--- src/rtl/sd10_pkg.sv ---
// Package: shared digit types and constants for the signed-digit selector.
// Assumes the self-complementing 4-2-2-1 digit code listed in the brief.
package sd10_pkg;
    localparam int DIG_W   = 4;            // bits per decimal digit
    localparam int MAG_MAX = 5;            // largest signed-digit magnitude

    typedef logic [DIG_W-1:0]   dig4_t;    // one decimal digit
    typedef logic [MAG_MAX:1]   mag_sel_t; // one-hot magnitude, bit k selects kX

    localparam dig4_t BCD_FIVE  = 4'd5;
    localparam dig4_t BCD_NINE  = 4'd9;
    localparam dig4_t NINE_CODE = 4'b1111; // nine in the 4-2-2-1 code
endpackage

--- src/rtl/sd10_digit_recode.sv ---
// Recodes one BCD multiplier digit into a signed radix-10 digit.
// Emits the transfer to the next position, a negative flag and a one-hot
// magnitude select (1..5). Assumes the input digit is valid BCD (0..9).
// A zero magnitude is never flagged negative.
module sd10_digit_recode
    import sd10_pkg::*;
(
    input  dig4_t    bcd_digit,
    input  logic     xfer_in,
    output logic     xfer_out,
    output logic     neg,
    output mag_sel_t mag_sel
);
    logic [4:0] raw_mag;
    logic       is_big;

    // Decide the transfer and compute the signed digit magnitude.
    always_comb begin
        is_big = (bcd_digit >= BCD_FIVE);
        if (is_big)
            raw_mag = 5'd10 - {1'b0, bcd_digit} - {4'b0000, xfer_in};
        else
            raw_mag = {1'b0, bcd_digit} + {4'b0000, xfer_in};
    end

    assign xfer_out = is_big;

    // Negative only when the transfer is taken and the magnitude is nonzero.
    assign neg = is_big && (raw_mag != 5'd0);

    // Turn the magnitude into a one-hot multiple select.
    always_comb begin
        mag_sel = '0;
        for (int k = 1; k <= MAG_MAX; k++) begin
            if (raw_mag == 5'(k))
                mag_sel[k] = 1'b1;
        end
    end

    // Guards on the recoded outputs.
    always_comb begin

        bcd_legal_chk: assert (bcd_digit <= BCD_NINE)
            else $error("multiplier digit is not BCD");

        mag_onehot_chk: assert ($onehot0(mag_sel))
            else $error("signed digit magnitude outside 0..5");

        neg_nonzero_chk: assert (!neg || (mag_sel != '0))
            else $error("negative flag on a zero digit");

        neg_needs_xfer_chk: assert (!neg || xfer_out)
            else $error("negative digit without an outgoing transfer");
    end
endmodule

--- src/rtl/sd10_row_select.sv ---
// Builds one partial product row. It selects a multiple by the one-hot
// magnitude, inverts it when the signed digit is negative, and fills the
// digits above the multiple with the sign (nines or zeros).
// Assumes ROW_DIG >= SRC_DIG and inputs in the self-complementing code.
module sd10_row_select
    import sd10_pkg::*;
#(
    parameter int SRC_DIG = 5,
    parameter int ROW_DIG = 8
) (
    input  logic [SRC_DIG*DIG_W-1:0] mult1,
    input  logic [SRC_DIG*DIG_W-1:0] mult2,
    input  logic [SRC_DIG*DIG_W-1:0] mult3,
    input  logic [SRC_DIG*DIG_W-1:0] mult4,
    input  logic [SRC_DIG*DIG_W-1:0] mult5,
    input  mag_sel_t                 mag_sel,
    input  logic                     neg,
    output logic [ROW_DIG*DIG_W-1:0] row,
    output logic                     hot
);
    localparam int SRC_W   = SRC_DIG * DIG_W;
    localparam int ROW_W   = ROW_DIG * DIG_W;
    localparam int EXT_DIG = ROW_DIG - SRC_DIG;

    logic [SRC_W-1:0] picked;

    // AND-OR selection of one multiple. No select bit gives zero.
    always_comb begin
        picked = ({SRC_W{mag_sel[1]}} & mult1)
               | ({SRC_W{mag_sel[2]}} & mult2)
               | ({SRC_W{mag_sel[3]}} & mult3)
               | ({SRC_W{mag_sel[4]}} & mult4)
               | ({SRC_W{mag_sel[5]}} & mult5);
    end

    // Per-digit conditional inversion (nine's complement in this code).
    for (genvar j = 0; j < SRC_DIG; j++) begin : g_flip
        assign row[j*DIG_W +: DIG_W] = picked[j*DIG_W +: DIG_W] ^ {DIG_W{neg}};
    end

    // Sign fill above the multiple: nine for negative rows, zero otherwise.
    for (genvar j = SRC_DIG; j < ROW_DIG; j++) begin : g_fill
        assign row[j*DIG_W +: DIG_W] = neg ? NINE_CODE : '0;
    end

    // The hot-one completes the ten's complement of a negative row.
    assign hot = neg;

    // Guards on the row contents.
    always_comb begin

        zero_row_chk: assert (!((mag_sel == '0) && !neg) || (row == '0))
            else $error("zero digit produced a nonzero row");

        hot_follows_neg_chk: assert (hot == neg)
            else $error("hot-one does not match the row sign");
    end

    if (EXT_DIG > 0) begin : g_fill_chk
        always_comb begin

            neg_fill_chk: assert (!neg || (row[ROW_W-1:SRC_W] == '1))
                else $error("negative row not filled with nines");
        end
    end
endmodule

--- src/rtl/sd10_pp_select.sv ---
// Top level of the signed-digit radix-10 partial product selector.
// It chains NDIG digit recoders through their transfers and builds NDIG
// signed rows plus one leading row (0 or X) from the last transfer.
// Rows are 2*NDIG digits wide and unshifted. Assumes NDIG >= 2, a valid
// BCD multiplier and multiples in the self-complementing 4-2-2-1 code.
module sd10_pp_select
    import sd10_pkg::*;
#(
    parameter int NDIG = 4
) (
    input  logic [NDIG*DIG_W-1:0]                 mplr_bcd,
    input  logic [(NDIG+1)*DIG_W-1:0]             mcand_m1,
    input  logic [(NDIG+1)*DIG_W-1:0]             mcand_m2,
    input  logic [(NDIG+1)*DIG_W-1:0]             mcand_m3,
    input  logic [(NDIG+1)*DIG_W-1:0]             mcand_m4,
    input  logic [(NDIG+1)*DIG_W-1:0]             mcand_m5,
    output logic [(NDIG+1)*2*NDIG*DIG_W-1:0]      pp_rows,
    output logic [NDIG:0]                         pp_hot
);
    localparam int MDIG  = NDIG + 1;          // digits per multiple
    localparam int PDIG  = 2 * NDIG;          // digits per row
    localparam int ROW_W = PDIG * DIG_W;
    localparam int MW    = MDIG * DIG_W;
    localparam int NROW  = NDIG + 1;

    logic [NDIG:0]          xfer;             // xfer[i] enters digit i
    logic [NROW*MAG_MAX-1:0] mag_flat;
    logic [NDIG:0]          neg_v;

    // No transfer enters the least significant digit.
    assign xfer[0] = 1'b0;

    // Signed-digit recoding chain.
    for (genvar i = 0; i < NDIG; i++) begin : g_rec
        mag_sel_t ms;
        sd10_digit_recode u_rec (
            .bcd_digit (mplr_bcd[i*DIG_W +: DIG_W]),
            .xfer_in   (xfer[i]),
            .xfer_out  (xfer[i+1]),
            .neg       (neg_v[i]),
            .mag_sel   (ms)
        );
        assign mag_flat[i*MAG_MAX +: MAG_MAX] = ms;
    end

    // Leading row: the final transfer selects 1X, and it is never negative.
    assign mag_flat[NDIG*MAG_MAX +: MAG_MAX] = {{(MAG_MAX-1){1'b0}}, xfer[NDIG]};
    assign neg_v[NDIG] = 1'b0;

    // One row builder per partial product.
    for (genvar i = 0; i < NROW; i++) begin : g_row
        sd10_row_select #(
            .SRC_DIG (MDIG),
            .ROW_DIG (PDIG)
        ) u_row (
            .mult1   (mcand_m1),
            .mult2   (mcand_m2),
            .mult3   (mcand_m3),
            .mult4   (mcand_m4),
            .mult5   (mcand_m5),
            .mag_sel (mag_flat[i*MAG_MAX +: MAG_MAX]),
            .neg     (neg_v[i]),
            .row     (pp_rows[i*ROW_W +: ROW_W]),
            .hot     (pp_hot[i])
        );
    end

    // Guards across rows.
    always_comb begin

        lead_hot_chk: assert (pp_hot[NDIG] == 1'b0)
            else $error("leading row flagged negative");

        lead_row_chk: assert (xfer[NDIG] || (pp_rows[NDIG*ROW_W +: ROW_W] == '0))
            else $error("leading row nonzero without a transfer");
        for (int i = 0; i < NROW; i++) begin

            pos_fill_chk: assert (pp_hot[i] || (pp_rows[i*ROW_W + MW +: ROW_W - MW] == '0))
                else $error("nonnegative row has nonzero upper digits");
        end
    end
endmodule

--- config.mk ---
export PLATFORM = sky130hd
export DESIGN_NAME = sd10_pp_select
export DESIGN_NICKNAME = d
export VERILOG_FILES = /design/src/rtl/sd10_pkg.sv /design/src/rtl/sd10_digit_recode.sv /design/src/rtl/sd10_row_select.sv /design/src/rtl/sd10_pp_select.sv
export SDC_FILE = /design/constraint.sdc
export NUM_CORES = 1
export LEC_CHECK = 0
export BUFFER_PORTS_ARGS = -buffer_cell sky130_fd_sc_hd__buf_2
export CAP_MARGIN = 30
export CORE_UTILIZATION = 30
export DETAILED_ROUTE_END_ITERATION = 6
export PLACE_DENSITY_LB_ADDON = 0.3
export SLEW_MARGIN = 20
export SYNTH_ARGS = -nofsm -noshare
export SYNTH_HDL_FRONTEND = slang
export SYNTH_SLANG_ARGS = --single-unit
--- constraint.sdc ---
create_clock -name vclk -period 4.2
set_clock_uncertainty 0.1 [all_clocks]
set_input_delay 0.21 -clock vclk [all_inputs]
set_output_delay 0.21 -clock vclk [all_outputs]
set_load 0.03 [all_outputs]
==> impl_metrics.ini, run 1 <==
[pwr]
max-vdd-ir-drop_v = 0.000121
p_leak_nw = 3.14
p_int_mw = 0.598
finalPower_mw = 1.79
clkPwrFrac_pct = 0
powerDensity_mw_per_mm2 = 261
power_frac_seq_pct = 0
switchingPower_mw = 1.19
comb_power_share_pct = 100.0
p_sw_share_pct = 66.5

[worst_setup_path]
crit_type = input port to output port
crit_path_end_kind = output port
slowest_delay_ns = 0.51
cp.required_ns = 3.89
arrival_ns = 3.63
crit_slowest_cell = o22ai_4
startpoint_type = input port
worstPathMaxFanout = 11
worstPathCellList = buf_2, inv_1, ha_1, nand2b_1, a21oi_2, ha_2, ha_1, fa_1, a22o_1, or2_1, o22ai_4, buf_16, o32ai_2, xor2_1, buf_2

[die]
fp-row-count = 48
die_x_um = 136
start_util_pct = 31.0
die_h_um = 136
ios = 281
fp.coreArea_sq_mm = 0.0175
die-area_sq_mm = 0.0186

[sta]
timing.final.ws_setup_ns = 0.259
rsz0062_at_grt = no
max_slew_margin_pct = 49.4
post-route-period-util_pct = 93.8
hold_violations = 0
tightest_slew_ns = 0.758
setup_violations = 0
max_freq_mhz = 254
holdWs_ns = 0.747
totalNegativeSetupSlack_ns = 0
finalMaxSlewViolations = 0
period_needed_ns = 3.94

[finish]
finalInstanceArea_sq_mm = 0.00685
nFillCells = 1839
area_growth_pct = 26.4
layoutNonFillerInstCount = 1129
clkbuf_count = 0
post-route-util_pct = 39.2
drive_gt1_share_pct = 42.2
ff_latch_area_sq_um = 0
nFlopsAndLatches = 0
layout.nets = 1047

[placed_design]
port_buffers = 268
hpwlAfterDp_um = 17200
dp.cells = 1120
post-place-ws_ns = 0.146
gp_congestion = 0.848
placed_cell_area_sq_mm = 0.00675

[drt]
vias_per_cell = 5.60
finalWirelength_um = 23900
ant_nets = 0
dr.pass1.iters = 4
post_drt_wl_per_cell_um = 21.1
drt-initial-drc-count = 402
vias = 6322
drcViolationCount = 0

[synthesis]
yosys_warnings = 0
yosysMostFrequentCell = mux2i_1
synthMuxAreaShare_pct = 18.7
netlist_instances = 705
yosys.area_share.adder_pct = 6.42
synth-seq-area-share_pct = 0
syn_area_sq_mm = 0.00542
avgSynthCellArea_sq_um = 7.68
synth_top_area_share_pct = 18.5
synth-compound-area-share_pct = 29.0
synth_xor_xnor_area_share_pct = 12.9
synthTopCellsByArea = mux2i_1, buf_4, xnor2_1
synth_top_family_by_area = compound AO/OA/AOI/OAI gates
yosysUniqueCellTypes = 56
ys_top_cells_by_count = mux2i_1, buf_4, xnor2_1
synth.largest_area_cell = mux2i_1
synth_simple_gate_area_share_pct = 16.9

[grt]
grt_pass1_vias = 5836
met3_usage_pct = 3.02
gr-total-overflow = 0
grt_pass1_wl_um = 34600
antenna_found_initial = 1
grt_max_degree = 25
gr-usage-met1_pct = 32.0
grt_use_met2_pct = 41.5
track_usage_pct = 24.2
grt-busiest-layer = met2

[clock_tree]
ctsHoldBuffers = 0

[worst_hold_path]
holdCritPathClass = input port to output port

[run]
maxCapViolCount = 0

[run_status]
status = finished clean
[layout by cell type (no fill, tap or decap), types with 3 or more instances in the layout]
cell type and n:
buf_2 268, mux2i_1 100, xnor2_1 55, and2_1 42, buf_4 38, o22ai_1 37, nor3_1 33, nor2_1 31
nand2_1 29, xor2_1 25, a21oi_1 22, inv_1 20, o32ai_2 20, a221o_1 20, a221oi_1 20, ha_1 20
conb_1 13, a211oi_1 12, nor3_2 11, a211oi_2 10, o21ai_0 7, o221ai_1 5, o211ai_1 4, buf_12 4
o21a_1 3, nand3_1 3, nand2b_1 3, a2111oi_2 3, fa_1 3, ha_2 3
[path summary, 6_finish.rpt]
kind                        start           end  depth (start not counted)
worst max-delay path  mplr_bcd[1]   pp_rows[33]                         15
worst min-delay path  mcand_m1[5]  pp_rows[133]                          3
[power by group through the flow]
stage	logic (mW)	clock network [mW]	registers, mW
3_3_place_gp	1.74	0	0
5_1_grt	1.90	0.0000000319	0
2_1_floorplan	1.28	0	0
6_report	1.79	0.0000000319	0
4_1_cts	1.77	0	0
3_5_place_dp	1.76	0	0
[cell type report]
cell class / count / area [sq um] / share of cell area [%]
inverters: 21 / 78.8 / 1.15
well taps: 225 / 282 / 4.11
multi-input cells: 569 / 4710 / 68.8
diodes: 1 / 2.50 / 0.0365
repair buffers: 313 / 1770 / 25.9
[repair_timing]
| action | CTS | global route |
|---|---|---|
| resized for setup | 0 | 4 |
| setup endpoints to repair | 0 | 23 |
| setup buffers | 0 | 8 |
[worst max-delay path, delay by kind of cell]
family	cells	cell delay, ns
adder cells (fa/ha/maj)	4	0.99
buffers and inverters	4	0.64
AO/OA/AOI/OAI	4	1.10
XOR/XNOR	1	0.17
AND/OR/NAND/NOR	2	0.48
[logic make-up after synthesis]
kind of cell	Yosys count
AO/OA/AOI/OAI	181
XOR/XNOR	80
adder cells (fa/ha/maj)	26
buffers and inverters	148
multiplexers	101
other	1
AND/OR/NAND/NOR	168
[per-layer routing]
| metal | up-vias | share of wire (%) |
|---|---|---|
| met5 | - | 0 |
| li1 | 2945 | - |
| met4 | 0 | 1.8 |
| met2 | 363 | 47 |
| met1 | 2978 | 43 |
| met3 | 36 | 7.8 |
(Power assumes the default switching activity.)
==> run 2, diff against run 1 <==
--- a/config.mk
+++ b/config.mk
@@ -10,6 +10,7 @@
 export CORE_UTILIZATION = 30
 export DETAILED_ROUTE_END_ITERATION = 6
 export PLACE_DENSITY_LB_ADDON = 0.3
+export REMOVE_ABC_BUFFERS = 1
 export SLEW_MARGIN = 20
 export SYNTH_ARGS = -nofsm -noshare
 export SYNTH_HDL_FRONTEND = slang
==> impl_metrics.ini, run 2 (synthesis gave the netlist of run 1 again) <==
[pwr]
power_frac_seq_pct = 0
p_int_mw = 0.588
clkPwrFrac_pct = 0
powerDensity_mw_per_mm2 = 261
switchingPower_mw = 1.18
p_leak_nw = 3.10
max-vdd-ir-drop_v = 0.000206
p_sw_share_pct = 66.7
comb_power_share_pct = 100.0

[finish]
final_cell_mix = buf_2, mux2i_1, xnor2_1
ff_latch_area_sq_um = 0
nFlopsAndLatches = 0
nFillCells = 1871
finalInstanceArea_sq_mm = 0.00678
diodes = 0
layoutNonFillerInstCount = 1120
clkbuf_count = 0
final_common_cell = buf_2
area_growth_pct = 25.1
layout.nets = 1039
drive_gt1_share_pct = 41.3

[placed_design]
port_buffers = 268
hpwlAfterDp_um = 16300
dp.cells = 1115
placed_cell_area_sq_mm = 0.00669
gp_congestion = 0.820
post-place-ws_ns = 0.0453

[drt]
dr.pass1.iters = 5
vias_per_cell = 5.52
drt-initial-drc-count = 406
finalWirelength_um = 22700
post_drt_wl_per_cell_um = 20.3
drcViolationCount = 0
vias = 6186
ant_nets = 0

[die]
die_x_um = 136
die-area_sq_mm = 0.0186
ios = 281
fp.coreArea_sq_mm = 0.0175
fp-row-count = 48
die_h_um = 136
start_util_pct = 31.0

[run]
maxCapViolCount = 0

[sta]
rsz0062_at_grt = no
max_freq_mhz = 254
max_slew_margin_pct = 50.2
timing.final.ws_setup_ns = 0.259
post-route-period-util_pct = 93.8
hold_violations = 0
setup_violations = 0
finalMaxSlewViolations = 0
tightest_slew_ns = 0.742
period_needed_ns = 3.94

[worst_hold_path]
holdPathStages = 3
holdCritPathClass = input port to output port
hold_start = mcand_m1[7]

[worst_setup_path]
crit_family = adder cells
crit_type = input port to output port
worstPathCellList = buf_2, ha_1, nand2b_1, a21oi_1, ha_2, ha_1, fa_1, a22o_1, or2_1, buf_4, nor4_2, nor2_4, buf_4, xor2_1, buf_2
arrival_ns = 3.63
slowest_delay_ns = 0.44
crit_path_end_kind = output port
startpoint = mplr_bcd[0]
crit_slowest_cell = fa_1
cp.buffers_inverters = 4
worstPathMaxFanout = 13
startpoint_type = input port
cp_num_cells = 15
cp.required_ns = 3.89

[grt]
antenna_found_initial = 0
grt_pass1_vias = 5635
grt_max_degree = 34
gr-total-overflow = 0
track_usage_pct = 22.9
grt_pass1_wl_um = 32800

[run_status]
status = finished clean

[clock_tree]
ctsHoldBuffers = 0
[run 2: cell count changes in the layout (fill, tap and decap cells not counted), sizes merged]
cell    previous run  this run
buf              313       305
inv               21        20
diode              1         0
clkinv             0         1
[run 2: final cells by class]
type               count  area, sq um  share of cell area, %
multi-input cells    569         4700                   69.4
inverters             21         78.8                   1.16
repair buffers       305         1710                   25.3
well taps            225          282                   4.15
[run 2: path summary, 6_finish.rpt]
path / to / slack [ns]
worst max-delay path: pp_rows[35] / 0.26
worst min-delay path: pp_rows[135] / 0.75
[run 2: power groups by stage]
stage / clock, mW / combinational (mW) / sequential, mW
3_5_place_dp: 0 / 1.74 / 0
4_1_cts: 0 / 1.75 / 0
5_1_grt: 0 / 1.87 / 0
3_3_place_gp: 0 / 1.74 / 0
6_report: 0 / 1.77 / 0
2_1_floorplan: 0 / 1.18 / 0
[run 2: through the flow]
stage | hold slack, ns | TNS, ns | total power, mW | utilization (%)
final | 0.753 | 0 | 1.77 | 38.8
after global routing | 0.763 | 0 | 1.87 | 38.8
after CTS | 0.754 | 0 | 1.75 | 38.3
after detailed placement | 0.752 | 0 | 1.74 | 38.3
after global placement | 0.751 | 0 | 1.74 | 38.3
after floorplan | 0.537 | -518.16 | 1.18 | -
[run 2: worst min-delay path: cells and delay by family]
kind                   cells  cell delay (ns)
and+or+nand+nor            1             0.13
buffers and inverters      2             0.30
[run 2: timing repair]
item,4_1_cts,5_1_grt
setup buffers,0,4
gates resized for setup,0,1
setup endpoints to repair,0,17
[run 2: per-layer routing]
| metal | wire, um | GRT usage (%) | vias up |
|---|---|---|---|
| li1 | - | - | 2931 |
| met1 | 9950 | 30.8 | 2886 |
| met2 | 10600 | 38.8 | 335 |
| met3 | 1690 | 2.76 | 34 |
| met4 | 409 | 4.44 | 0 |
| met5 | 0 | 0 | - |
==> run 3, diff against run 2 <==
--- a/config.mk
+++ b/config.mk
@@ -7,11 +7,13 @@
 export LEC_CHECK = 0
 export BUFFER_PORTS_ARGS = -buffer_cell sky130_fd_sc_hd__buf_2
 export CAP_MARGIN = 30
-export CORE_UTILIZATION = 30
+export CORE_AREA = 2 2 109 111
 export DETAILED_ROUTE_END_ITERATION = 6
+export DIE_AREA = 0 0 111 113
 export PLACE_DENSITY_LB_ADDON = 0.3
 export REMOVE_ABC_BUFFERS = 1
-export SLEW_MARGIN = 20
+export SKIP_LAST_GASP = 1
+export SLEW_MARGIN = 10
 export SYNTH_ARGS = -nofsm -noshare
 export SYNTH_HDL_FRONTEND = slang
 export SYNTH_SLANG_ARGS = --single-unit
==> impl_metrics.ini, run 3 (synthesis gave the netlist of run 1 again) <==
[run_status]
status = finished clean

[pwr]
p_leak_nw = 3.11
max-vdd-ir-drop_v = 0.000158
finalPower_mw = 1.75
powerDensity_mw_per_mm2 = 263

[worst_hold_path]
hold_start = mcand_m1[2]
worst_hold_path.endpoint = pp_rows[130]
holdPathStages = 3
holdCritPathClass = input port to output port

[drt]
drcViolationCount = 0
post_drt_wl_per_cell_um = 20.1
wl_met3_um = 2020
drt-met1-wl_um = 8380
vias = 6404
maxUsedRoutingLayer = met4
route.met2.wl_um = 10100
dr.pass1.iters = 6
drt-initial-drc-count = 533
vias_per_cell = 6.16
finalWirelength_um = 20900
ant_nets = 0

[finish]
clkbuf_count = 0
ff_latch_area_sq_um = 0
drive_gt1_share_pct = 41.3
nFlopsAndLatches = 0
final_cell_mix = buf_2, mux2i_1, xnor2_1
diodes = 0
final_common_cell = buf_2
nFillCells = 1107
layoutNonFillerInstCount = 1039
area_growth_pct = 23.1
post-route-util_pct = 59.2
layout.nets = 1040

[sta]
max_freq_mhz = 250
finalMaxSlewViolations = 0
timing.final.ws_setup_ns = 0.193
period_needed_ns = 4.01
hold_violations = 0
max_slew_margin_pct = 38.2
tightest_slew_ns = 0.926
post-route-period-util_pct = 95.4
setup_violations = 0
rsz0062_at_grt = no
holdWs_ns = 0.749

[die]
die-area_sq_mm = 0.0125
start_util_pct = 48.1
die_h_um = 113
fp-row-count = 39
fp.coreArea_sq_mm = 0.0113
die_x_um = 111
ios = 281

[grt]
grt_max_degree = 34
track_usage_pct = 31.2
grt_pass1_wl_um = 32400
grt_pass1_vias = 6166
gr-total-overflow = 0
antenna_found_initial = 0

[clock_tree]
ctsHoldBuffers = 0
cts_setup_buffers = 0
post_cts_resized = 0

[worst_setup_path]
cp.required_ns = 3.89
crit_path_end_kind = output port
startpoint_type = input port
crit_type = input port to output port
arrival_ns = 3.70
worstPathMaxFanout = 18

[placed_design]
dp.cells = 1038
gp_congestion = 0.935
hpwlAfterDp_um = 15500
port_buffers = 268
post-place-ws_ns = 0.0348

[run]
maxCapViolCount = 0
[run 3: report_power, final]
part / leakage [nW] / total (mW) / switching, mW / internal [mW]
logic: 3.11 / 1.75 / 1.16 / 0.591
clock network: 0 / 0 / 0 / 0
registers: 0 / 0 / 0 / 0
total: 3.11 / 1.75 / 1.16 / 0.591
[run 3: critical path, stage by stage]
cell and delay (ns):
buf_2 0.15, o21a_1 0.15, or2_2 0.17, inv_1 0.11, ha_2 0.18, ha_1 0.21
fa_1 0.51, o21ai_0 0.09, o311ai_1 0.16, a2bb2oi_1 0.22, a21oi_4 0.78, buf_4 0.37
xnor2_1 0.15, buf_2 0.22
[run 3: layout make-up]
type / count / area (sq um) / share of cell area [%]
inverters: 21 / 78.8 / 1.18
multi-input cells: 569 / 4700 / 70.4
well taps: 143 / 179 / 2.68
repair buffers: 306 / 1720 / 25.7
[run 3: worst max path at each step]
stage | from | endpoint | cells after the start
after global placement | mplr_bcd[0] | pp_rows[48] | 13
after CTS | mplr_bcd[0] | pp_rows[43] | 13
final | mplr_bcd[5] | pp_rows[74] | 14
after floorplan | mplr_bcd[4] | pp_rows[64] | 7
after detailed placement | mplr_bcd[0] | pp_rows[43] | 13
after global routing | mplr_bcd[1] | pp_rows[43] | 15
[run 3: metrics by stage]
| step | TNS, ns | cell area [sq um] |
|---|---|---|
| floorplan | -518.16 | 4670 |
| global placement | 0 | 6620 |
| detailed placement | 0 | 6640 |
| CTS | 0 | 6640 |
| global route | 0 | 6670 |
| finish | 0 | 6670 |
[run 3: layer usage]
layer / up-vias / track usage [%]
met5: - / 0
met4: 0 / 8.33
met3: 46 / 4.55
met2: 441 / 55.5
met1: 2988 / 39.6
li1: 2929 / -
